$ cat src/rtl/mfc_ctrl_regs.sv
module mfc_ctrl_regs #(
  parameter int ADDR_W = 8,
  parameter logic [ADDR_W-1:0] CTLA_ADDR = 'h03,
  parameter logic [ADDR_W-1:0] CTLB_ADDR = 'h04,
  parameter logic [2:0] CSEL_DFLT = 3'd4,
  parameter logic [1:0] RXG_DFLT  = 2'd0,
  parameter logic [1:0] TXG_DFLT  = 2'd2
) (
  input  logic              clk,
  input  logic              por_n,
  input  logic [ADDR_W-1:0] addr,
  input  logic [7:0]        wdata,
  input  logic              we,
  output logic [7:0]        rdata,
  output logic              sw_rst,
  output logic              alaw_sel,
  output logic              aux_mode,
  output logic [1:0]        rx_gain,
  output logic [1:0]        tx_gain,
  output logic [2:0]        clk_sel,
  output logic              full_pd
);
  localparam logic [7:0] CTLB_DFLT = {1'b0, TXG_DFLT, RXG_DFLT, CSEL_DFLT};

  logic       rst_q;
  logic [3:0] a_q;
  logic [6:0] b_q;

  wire hit_a = we && (addr == CTLA_ADDR);
  wire hit_b = we && (addr == CTLB_ADDR);

  always_ff @(posedge clk or negedge por_n) begin
    if (!por_n) begin
      rst_q <= 1'b0;
      a_q   <= '0;
      b_q   <= CTLB_DFLT[6:0];
    end else begin
      if (hit_a) begin
        rst_q <= wdata[0];
        if (!rst_q) a_q <= wdata[0] ? 4'd0 : wdata[4:1];
      end
      if (rst_q || (hit_a && wdata[0])) b_q <= CTLB_DFLT[6:0];
      else if (hit_b)                   b_q <= wdata[6:0];
    end
  end

  always_comb begin
    if (addr == CTLA_ADDR)      rdata = {3'b000, a_q, rst_q};
    else if (addr == CTLB_ADDR) rdata = {1'b0, b_q};
    else                        rdata = 8'h00;
  end

  assign sw_rst   = rst_q;
  assign alaw_sel = a_q[2];
  assign aux_mode = a_q[3];
  assign clk_sel  = b_q[2:0];
  assign rx_gain  = b_q[4:3];
  assign tx_gain  = b_q[6:5];
  assign full_pd  = !por_n || (a_q[0] && a_q[1]);
endmodule


$ cat config.mk
export PLATFORM = sky130hd
export DESIGN_NAME = mfc_ctrl_regs
export DESIGN_NICKNAME = d
export VERILOG_FILES = /design/src/rtl/mfc_ctrl_regs.sv
export SDC_FILE = /design/constraint.sdc
export NUM_CORES = 1
export LEC_CHECK = 0
export BUFFER_PORTS_ARGS = -buffer_cell sky130_fd_sc_hd__buf_2
export CORE_ASPECT_RATIO = 1.1
export CORE_MARGIN = 5
export CORE_UTILIZATION = 47
export DETAILED_ROUTE_END_ITERATION = 10
export GPL_TIMING_DRIVEN = 0
export HOLD_SLACK_MARGIN = 0.1
export PLACE_DENSITY = 0.81
export RECOVER_POWER = 100
export REMOVE_ABC_BUFFERS = 1
export SLEW_MARGIN = 10
export SYNTH_ARGS = -nofsm -noshare
export SYNTH_HDL_FRONTEND = slang
export SYNTH_SLANG_ARGS = --single-unit
export TNS_END_PERCENT = 20
$ cat constraint.sdc
create_clock -name clk -period 4.1 [get_ports clk]
set_input_delay 0.82 -clock clk [delete_from_list [all_inputs] [get_ports clk]]
set_output_delay 0.82 -clock clk [all_outputs]
set_load 0.02 [all_outputs]
==> impl.org, run 1 <==
** Critical path
- Worst Reg2Reg Path Length in Cells :: 3
- In this run the critical register-to-register path is captured at a_q[3].
- Following the worst setup path forward leads to its endpoint at rdata[2].
- Slack of the worst reg-to-reg path :: 2.40 ns
- The worst register-to-register path begins at sw_rst.
- Classification of the worst setup path :: in2out
- Worst Path Arrival :: ~2.6 ns
- Critical path launch point :: addr[6]
- STA classifies the critical path endpoint as a primary output.
- Worst-path maximum fanout :: 6
- Worst path required time :: 3.28 ns
- Kind of launch point of the worst setup path :: primary input

** Synthesis
- Of the synthesized area, sequential elements account for 0.415.
- Yosys instantiated no cell more often than sky130_fd_sc_hd__dfrtp_1.
- In the synthesized netlist, the cells that appear most often are 10 x sky130_fd_sc_hd__dfrtp_1, 5 x sky130_fd_sc_hd__a21oi_1, 5 x sky130_fd_sc_hd__a22o_1, 5 x sky130_fd_sc_hd__nand4_1, 5 x sky130_fd_sc_hd__o31ai_1.
- In this run the mean area of a mapped cell was about 11 sq um.
- Cells taking the most area after synthesis :: sky130_fd_sc_hd__dfrtp_1 34%, sky130_fd_sc_hd__dfstp_2 7.2%, sky130_fd_sc_hd__mux2_2 6.2%, sky130_fd_sc_hd__a22o_1 6.0%, sky130_fd_sc_hd__o31ai_1 5.1%
- Share of synthesized registers carrying an async set or reset :: 1.00
- Number of enable-type register cells in the synthesized netlist :: 0
- Warnings, synthesis :: 0
- Distinct cell type count after synthesis :: 29
- The mapped netlist covers 729 sq um.
- Post-Syn Instances :: between 60 and 70
- Leading register cell type out of synthesis :: sky130_fd_sc_hd__dfrtp_1
- Share of the synthesized area in the top cell type :: 0.343
- Post-synthesis sequential element count :: 12
- Of all cell types, the one taking the most synthesized area is sky130_fd_sc_hd__dfrtp_1.

** Placement
- Counting tap cells, the placed design contains a total of around 120 instances.
- The HPWL after detailed placement is around 1500 um.
- Post-placement worst setup slack :: 0.753 ns
- Weighted congestion at the end of routability-driven global placement :: 0.747
- Number of I/O port buffers :: 35
- After detailed placement, the total cell area comes to approximately 910 sq um.

** Cells and area
- Excluding fillers, the count of instances in the completed layout stands at between 100 and 150.
- Final instance area :: ~900 sq um
- Growth of design area from synthesis to finish :: 21.6%
- 0 antenna diodes ended up in the layout.
- The filler cells instantiated in the layout total approximately 160.
- Fin nets :: between 100 and 150
- In the final layout, the share of cells above drive strength 1 is 0.221.

** Global routing
- Vias in the first global route :: 712
- Entering global routing, the biggest net connects 14 pins.
- Number of antenna violations at the first check in global routing :: 0
- Wire length of the first global-routing pass :: about 3100 um
- Global-route total usage across every layer :: 0.178
- Global routing finished with a remaining overflow of 0.

** Die
- The floorplan has 15 rows.
- Width of the die :: 47.6 um
- The die covers around 0.0024 sq mm.
- The die is between 50 and 60 um tall.
- Starting Density :: 0.480
- In this run the count of I/O pins placed on the die edge is 38.
- In this run the standard cell core region covers roughly 0.0015 sq mm.

** STA
- Pins over their slew limit :: 0
- The number of hold violations in the final report came to 0.
- Setup repair after global routing missed its margin :: false
- Measured against its own limit, the worst slew margin works out to 0.197.
- Final critical path time including I/O delays and setup :: between 3 and 4 ns
- Maximum clock frequency :: 0.290 GHz
- Post-route worst setup slack :: about 0.65 ns
- The clock arrives with approximately 0.0073 ns of skew.
- Hold timing on the final database bottoms out at a slack of about 0.52 ns.
- For the pin with the worst max-slew slack, the measured transition is 1.19 ns.
- Final critical-path share of the clock period :: 0.842
- Setup-failing EPs final :: 0
- Final-layout setup total negative slack :: 0 ns

** Route
- For this run, the detailed router's first-pass iteration total came to 4.
- Count of unresolved DRC violations after routing :: 0
- Final routed wire length divided by cell count :: around 17 um
- For this block, the routed nets add up to ~2000 um of wire.
- Violation count after the first detailed-routing iteration :: 20
- Final antenna-violating net count :: 0
- In the routed layout, each cell is associated on average with a via count of between 6 and 7.
- Via count :: 739

** Power
- Of the total power, combinational logic draws 0.128.
- Reported net switching power :: just over 0.00006 W
- The share of total power dissipated in sequential elements is 0.525.
- In this run the static leakage power is between 0.3 and 0.4 nW.
- Dividing total power by cell area gives a power density of ~260 mW/mm^2.
- Internal cell power :: 0.000167 W
- Of the total power, the clock network draws 0.347.
- Of the total power, the share spent switching nets is 0.267.
- Across the VDD grid, the largest voltage drop is 0.149 mV.

** Clock tree
- TritonCTS built the clock tree.
- CTS Sinks :: 12
- Buffers inserted to repair hold after CTS numbered 0.
- In this run the clock root is driven by a sky130_fd_sc_hd__clkbuf_4.
- Post-CTS repair timing setup buffer count :: 0
- Gates resized during post-CTS repair numbered 0.
- CTS built an H-tree with a depth of 1.
- Number of CTS-inserted buffers :: 3
- The clock passes through at most 2 buffers.
- Clock latency reported for the late side of the worst-skew pair :: between 0.2 and 0.3 ns
- After clock tree synthesis, the clock-pin slew on the worst setup and hold paths is 0.08 ns.

** Run status
- Run status :: finished clean

** Hold path
- The min-delay analysis places its worst path in the category reg2reg.

** Run
- Number of max-cap violations :: 0
[cell usage in the layout (no fill, tap or decap), types with 3 or more instances in the layout]
| cell type | instances |
|---|---|
| sky130_fd_sc_hd__buf_2 | 14 |
| sky130_fd_sc_hd__dfrtp_1 | 10 |
| sky130_fd_sc_hd__nand2_1 | 3 |
| sky130_fd_sc_hd__clkbuf_1 | 22 |
| sky130_fd_sc_hd__nand4_1 | 5 |
| sky130_fd_sc_hd__o31ai_1 | 5 |
| sky130_fd_sc_hd__clkbuf_4 | 3 |
| sky130_fd_sc_hd__nor2b_1 | 4 |
| sky130_fd_sc_hd__mux2_2 | 3 |
| sky130_fd_sc_hd__a22o_1 | 5 |
| sky130_fd_sc_hd__a21oi_1 | 5 |
[worst min path at each step]
stage / from / end / slack [ns] / cells after the start
6_report: a_q[1] / a_q[1] / 0.52 / 1
5_1_grt: a_q[0] / a_q[0] / 0.56 / 1
3_5_place_dp: a_q[2] / a_q[2] / 0.52 / 1
3_3_place_gp: a_q[2] / a_q[2] / 0.51 / 1
2_1_floorplan: a_q[1] / a_q[1] / 0.50 / 1
4_1_cts: por_n / a_q[3] / 0.42 / 1
[logic make-up (layout without fill, tap and decap cells)]
| logic type | count (synthesis) | in the layout | synth area share |
|---|---|---|---|
| AO/OA/AOI/OAI | 21 | 21 | 0.245 |
| AND/OR/NAND/NOR | 25 | 25 | 0.235 |
| other | 1 | 1 | 0.00514 |
| buffers and inverters | 6 | 41 | 0.0377 |
| flip-flops | 12 | 12 | 0.415 |
| multiplexers | 4 | 4 | 0.0617 |
[stage by stage]
step,power (W),utilization
after floorplan,0.000134,-
after global placement,0.000152,0.596
after detailed placement,0.000152,0.596
after CTS,0.000229,0.613
after global routing,0.000237,0.584
final,0.000227,0.584
[area by class of cell]
type	instances	area [sq um]	share of cell area
Clock buffer	4	26.3	0.0296
Timing Repair Buffer	35	149	0.168
Sequential cell	12	303	0.341
Inverter	2	7.51	0.00846
Multi-Input combinational cell	51	380	0.429
Tap cell	17	21.3	0.0240
[per-layer routing]
| metal | global-route usage | routed length, um | vias to the layer above |
|---|---|---|---|
| li1 | - | - | 344 |
| met1 | 0.244 | 854 | 359 |
| met2 | 0.279 | 943 | 31 |
| met3 | 0.0211 | 190 | 5 |
| met5 | 0 | 0 | - |
| met4 | 0.0673 | 36 | 0 |
[registers in the layout, indices dropped and copies added, names as in the netlist]
signal  flops
sw_rst      1
a_q         4
b_q         7
[worst max-delay path: stages]
cell and delay (ns):
sky130_fd_sc_hd__clkbuf_1 0.09, sky130_fd_sc_hd__or4_1 0.61, sky130_fd_sc_hd__nor3_1 0.62, sky130_fd_sc_hd__a22o_1 0.26, sky130_fd_sc_hd__clkbuf_1 0.24
[power by group through the flow]
stage / clock [W] / sequential, W / combinational (W)
6_report: 0.0000789 / 0.000119 / 0.0000291
5_1_grt: 0.0000853 / 0.000119 / 0.0000319
4_1_cts: 0.0000790 / 0.000119 / 0.0000306
3_5_place_dp: 0 / 0.000122 / 0.0000305
3_3_place_gp: 0 / 0.000122 / 0.0000302
2_1_floorplan: 0 / 0.000122 / 0.0000117
No activity file was read; power rests on OpenSTA's default activity.
==> inputs of run 2 (changes only) <==
CORE_UTILIZATION = 39   (was 47)
PLACE_DENSITY = 0.71   (was 0.81)
clock period = 2.9 ns   (was 4.1 ns; I/O delays follow)
==> impl.org, run 2 (synthesis gave the netlist of run 1 again) <==
** Power
- The total power after layout is 0.000344 W (+51%).
- The cell leakage power is 0.372 nW (+3.4%).
- Maximum vdd ir drop :: 0.257 mV (+73%)
- Power density relative to cell area :: 384 mW/mm^2 (+50%)

** Route
- DR pass1 iterations :: 5 (+1)
- The detailed-route wire length per cell was 17.1 um (+2.3%).
- Count of unresolved DRC violations after routing :: 0 (unchanged)
- DRT Wirelength :: 2090 um (+3.1%)
- The vias after detailed routing is 729 (-1.4%).
- The via-per-instance ratio is 5.98 (-2.2%).
- The post-route antenna net violation count is 0 (unchanged).
- Violation count after the first detailed-routing iteration :: 16 (-20%)

** STA
- Final critical path time including I/O delays and setup :: 2.78 ns
- Post-route worst setup slack :: 0.121 ns (-0.527 ns)
- Worst clock skew on the final layout :: 0.00550 ns (-0.00184 ns)
- Worst slew pin tran :: 1.28 ns (+0.0895 ns)
- Pins over their slew limit :: 0 (unchanged)
- The setup total negative slack is 0 ns (unchanged).
- Of the available clock period, the critical path in the final layout requires 0.958.
- Final Hold Violating Endpoints :: 0 (unchanged)
- Worst slew slack as a fraction of its limit :: 0.137 (-0.0596)
- Setup repair after global routing missed its margin :: false
- Setup-failing EPs final :: 0 (unchanged)
- Maximum clock frequency :: about 0.36 GHz

** Clock tree
- The buffer depth of the longest clock path is 2 (unchanged).
- H-Tree Depth :: 1 (unchanged)
- TritonCTS clock tree :: built
- The total of cells resized after clock tree synthesis was 0 (unchanged).
- The number of buffers added by the clock tree synthesis step was 3 (unchanged).
- Post-CTS repair timing setup buffer count :: 0 (unchanged)
- The clock latency on the worst-skew pair was 0.27 ns (about the same).
- Clock-pin transition on the worst setup and hold timing paths :: 0.08 ns (about the same)
- # hold bufs at CTS :: 0 (unchanged)
- The clock sink count was 12 (unchanged).
- The root buffer cell chosen for the clock tree is sky130_fd_sc_hd__clkbuf_4.

** Placement
- The weighted congestion reported at the end of routability-driven placement was 0.784 (+4.9%).
- The total of buffers placed on input and output ports was 35 (unchanged).
- The post-placement setup slack is 0.000773 ns (-0.752 ns).
- The cell area after placement was 907 sq um (+0.14%).

** Global routing
- The largest net degree at the start of global routing is 14 (unchanged).
- Number of antenna violations at the first check in global routing :: 0 (unchanged)
- The leftover overflow at the end of global routing is 0 (unchanged).
- The number of global-route vias before repair was 703 (-1.3%).
- Global-route total usage across every layer :: 0.155 (-0.0229)
- The global-route wire length before repair is 3460 um (+10%).

** Die
- The number of ports placed on the die boundary came to 38 (unchanged).
- The row count is 16 (+1).
- The overall die height came to 55.4 um (+7.9%).
- Starting Density :: 0.409 (-0.0704)
- Width of the die :: 51.2 um (+7.7%)
- Area of the core :: 0.00178 sq mm (+17%)
- Area of the die :: 0.00284 sq mm (+16%)

** Cells and area
- The fraction of layout cells with a size suffix above 1 is 0.269 (+0.0481).
- Fin nets :: 124 (unchanged)
- The area of all placed cells without fillers came to 896 sq um (+0.99%).
- Leaving out fill and tap cells, the most frequent cell in the layout is sky130_fd_sc_hd__clkbuf_1.
- The count of inserted antenna diode cells came to 0 (unchanged).
- Flip-flop count of the largest register, all copies and words added :: 7 (unchanged)
- Most frequent cells in the layout :: 19 x sky130_fd_sc_hd__clkbuf_1, 16 x sky130_fd_sc_hd__buf_2, 10 x sky130_fd_sc_hd__dfrtp_1
- Growth of design area from synthesis to finish :: 22.8%
- Counting flops per register, the top entry is b_q.

** Critical path
- Critical-path cell list :: buf_2 -> or4b_1 -> nor2_2 -> a22o_1 -> clkbuf_1
- Worst Path Arrival :: 2.20 ns (-0.43 ns)
- Slowest stage delay, CP :: 0.71 ns (+0.09 ns)
- The worst setup path is of the in2out kind.
- Worst-path maximum fanout :: 8 (+2)
- Cell with the largest stage delay on the worst path :: sky130_fd_sc_hd__or4b_1
- Worst path required time :: 2.32 ns (-0.96 ns)
- Kind of launch point of the worst setup path :: primary input
- Critical Path End Type :: primary output

** Run
- Number of max-cap violations :: 0 (unchanged)

** Hold path
- Path class of the lowest-slack min-delay path :: in2async

** Run status
- Run status :: finished clean
run 2: layer usage:
layer  global-route usage  wire [um]
met1                0.197        875
met2                0.256       1000
met3               0.0296        196
met4               0.0562         15
met5                    0          0
run 2: layout make-up:
| cell class | count | area (sq um) |
|---|---|---|
| fillers | 197 | 886 |
| multi-input cells | 51 | 375 |
| flip-flops and latches | 12 | 303 |
| repair buffers | 35 | 151 |
| clock buffers | 4 | 36.3 |
| well taps | 18 | 22.5 |
| inverters | 2 | 7.51 |
run 2: final timing paths:
path                         start  cells after the start  slack, ns       end
max                        addr[7]                      5       0.12  rdata[4]
max in group asynchronous    por_n                      1       2.12    b_q[0]
min in group clk            a_q[0]                      1       0.53    a_q[0]
min                          por_n                      1       0.32    a_q[2]
max reg2reg                 sw_rst                      3       1.14    a_q[3]
min reg2reg                 a_q[0]                      1       0.53    a_q[0]
run 2: critical path: cells and delay by family:
| kind | cells | cell delay, ns |
|---|---|---|
| simple gates | 2 | 1.07 |
| buf+inv | 2 | 0.36 |
| compound gates | 1 | 0.18 |
run 2: stage by stage:
stage	hold slack (ns)	util	cells
2_1_floorplan	0.284	-	65
5_1_grt	0.374	0.503	122
4_1_cts	0.178	0.529	122
6_report	0.322	0.503	122
3_5_place_dp	0.479	0.509	118
3_3_place_gp	0.477	0.509	118
run 2: power breakdown:
part,switching [W],leakage (nW),total [W],internal [W]
Combinational,0.0000267,0.195,0.0000403,0.0000136
Clock,0.0000585,0.0210,0.000135,0.0000763
Sequential,0.000000768,0.156,0.000169,0.000168
Total,0.0000860,0.372,0.000344,0.000258
==> inputs of run 3 (changes only) <==
clock period = 2.25 ns   (was 2.9 ns; I/O delays follow)
==> impl.org, run 3 (synthesis gave the netlist of run 1 again) <==
** Die
- The total core area is 0.00178 sq mm (unchanged).
- Ports placed on the boundary :: 38 (unchanged)
- Area of the die :: 0.00284 sq mm (unchanged)
- The die extent in x is 51.2 um (unchanged).
- The overall die height is 55.4 um (unchanged).
- Starting Density :: 0.409 (unchanged)
- Number of standard-cell rows in the floorplan :: 16 (unchanged)

** Critical path
- For this design, the slowest cell found on the critical path is sky130_fd_sc_hd__or4_4.
- Worst path required time :: 1.80 ns (-0.52 ns)
- STA classifies the critical path startpoint as a primary input.
- The register-to-register path setup slack is 0.85 ns (-0.29 ns).
- Classification of the worst setup path :: in2out
- Stages on worst setup path :: 5 (unchanged)
- Slowest stage delay, CP :: 0.57 ns (-0.14 ns)
- CP Capture Point :: rdata[0]
- Worst-path maximum fanout :: 6 (-2)
- Number of buffer and inverter stages on the critical path :: 2 (unchanged)
- Critical-path cell list :: buf_6 -> or4_4 -> nor3_4 -> a22o_1 -> buf_6
- The number of cells on the worst reg-to-reg path is 3 (unchanged).
- On the critical path the largest part of the delay comes from simple AND/OR/NAND/NOR gates.
- Most frequent CP cell :: sky130_fd_sc_hd__buf_6
- The worst register-to-register path begins at sw_rst.
- Critical Path End Type :: primary output
- In this run the critical register-to-register path is captured at a_q[0].
- Worst Path Arrival :: 1.78 ns (-0.42 ns)
- Critical path launch point :: addr[6]

** Global routing
- Gr ovfl total :: 0 (unchanged)
- The number of global-route vias before repair was 714 (+1.6%).
- Number of antenna violations at the first check in global routing :: 0 (unchanged)
- Wire length of the first global-routing pass :: 3570 um (+3.0%)
- Maximum number of pins on one net before global-route repair :: 14 (unchanged)
- Global-route total usage across every layer :: 0.161 (+0.00609)

** STA
- Maximum clock frequency :: approximately 0.45 GHz
- Final critical-path share of the clock period :: 0.993
- The number of pins exceeding their max-slew limit in the final report is 0 (unchanged).
- The count of final setup violators came to 0 (unchanged).
- Final critical path time including I/O delays and setup :: between 2 and 2.5 ns
- The number of hold violations in the final report was 0 (unchanged).
- Post-route worst setup slack :: 0.0157 ns (-0.105 ns)
- The measured slew at the worst slew-check pin came to 0.708 ns (-0.570 ns).
- Setup repair after global routing missed its margin :: true
- Worst clock skew on the final layout :: 0.00563 ns (+0.000125 ns)
- Worst slew slack as a fraction of its limit :: 0.524 (+0.387)
- Final-layout setup total negative slack :: 0 ns (unchanged)

** Route
- The detailed-route wire length per cell came to 17.3 um (+1.4%).
- The starting DRC count in detailed routing is 14 (-2).
- The first-pass iteration count of the detailed router was 4 (-1).
- The via-per-instance ratio came to 6.11 (+2.3%).
- Final antenna-violating net count :: 0 (unchanged)
- The number of remaining DRC errors is 0 (unchanged).
- The vias after detailed routing came to 764 (+4.8%).
- The sum of routed wire length over all layers is 2170 um (+3.9%).

** Clock tree
- The clock latency on the worst-skew pair is 0.28 ns (about the same).
- TritonCTS clock tree :: built
- The number of buffers added by the clock tree synthesis step came to 3 (unchanged).
- The depth of the CTS H-tree is 1 (unchanged).
- The buffer depth of the longest clock path is 2 (unchanged).
- The tree is rooted in a sky130_fd_sc_hd__clkbuf_4.
- The clock sink count was 12 (unchanged).
- Clock-pin transition on the worst setup and hold timing paths :: 0.08 ns (about the same)

** Cells and area
- Most common cell after layout, fill and taps aside :: sky130_fd_sc_hd__buf_2
- The count of inserted antenna diode cells was 0 (unchanged).
- Flip-flop count of the largest register, all copies and words added :: 7 (unchanged)
- Fraction of final layout cells sized beyond drive strength 1 :: 0.430 (+0.161)
- Compared with the post-synthesis result, the final layout area differs by 41.3%.
- The final net count was 127 (+2.4%).
- Largest register by flop count :: b_q
- Most frequent cells in the layout :: 18 x sky130_fd_sc_hd__buf_2, 10 x sky130_fd_sc_hd__dfrtp_1, 10 x sky130_fd_sc_hd__clkbuf_1
- The number of filler cells placed in the layout was 170 (-14%).

** Placement
- Weighted congestion at the end of routability-driven global placement :: 0.784 (unchanged)
- Number of I/O port buffers :: 35 (unchanged)
- The post-placement setup slack was -0.389 ns (-0.390 ns).

** Power
- Maximum vdd ir drop :: 0.339 mV (+32%)
- The cell leakage power came to 0.447 nW (+20%).
- Power density relative to cell area :: 446 mW/mm^2 (+16%)

** Run status
- Run status :: finished clean

** Hold path
- The path class of the tightest hold or removal check is in2reg.

** Run
- Number of max-cap violations :: 0 (unchanged)
-- run 3: repair_timing --
action | CTS | global route
hold endpoints to repair | 10 | 0
pin swaps | 2 | 7
gates resized for setup | 9 | 11
setup endpoints to repair | 7 | 5
setup buffers | 0 | 2
hold buffers | 1 | 0
-- run 3: power breakdown --
group	switching, W	total [W]	internal (W)
registers	0.00000103	0.000218	0.000217
logic	0.0000407	0.0000661	0.0000253
clock network	0.0000782	0.000177	0.0000984
total	0.000120	0.000460	0.000340
-- run 3: how the worst min path moves through the flow --
| stage | from | endpoint | slack (ns) | cells after the start |
|---|---|---|---|---|
| floorplan | por_n | a_q[0] | 0.15 | 0 |
| global placement | por_n | a_q[2] | 0.35 | 1 |
| detailed placement | por_n | a_q[2] | 0.35 | 1 |
| CTS | wdata[6] | b_q[6] | 0.43 | 2 |
| global route | wdata[2] | b_q[2] | 0.43 | 2 |
| finish | wdata[6] | b_q[6] | 0.43 | 2 |
-- run 3: final cells by class --
| class | count | area, sq um | area share |
|---|---|---|---|
| clock buffer | 4 | 36.3 | 0.0352 |
| timing repair buffer | 38 | 224 | 0.217 |
| multi-input combinational | 51 | 438 | 0.425 |
| tap | 18 | 22.5 | 0.0218 |
| sequential | 12 | 303 | 0.294 |
| inverter | 2 | 7.51 | 0.00728 |
-- run 3: routing by layer --
metal,up-vias,track usage,wire length [um]
met3,2,0.0296,172
met4,0,0.0562,15
met2,34,0.265,1060
li1,346,-,-
met1,382,0.208,924
met5,-,0,0
-- run 3: through the flow --
step / hold slack, ns / cell area [sq um] / cells / utilization / total power [W]
after CTS: 0.431 / 995 / 123 / 0.558 / 0.000459
after global placement: 0.347 / 907 / 118 / 0.509 / 0.000277
final: 0.429 / 1030 / 125 / 0.579 / 0.000460
after detailed placement: 0.349 / 907 / 118 / 0.509 / 0.000278
after global routing: 0.427 / 1030 / 125 / 0.579 / 0.000479
after floorplan: 0.154 / 709 / 65 / - / 0.000244
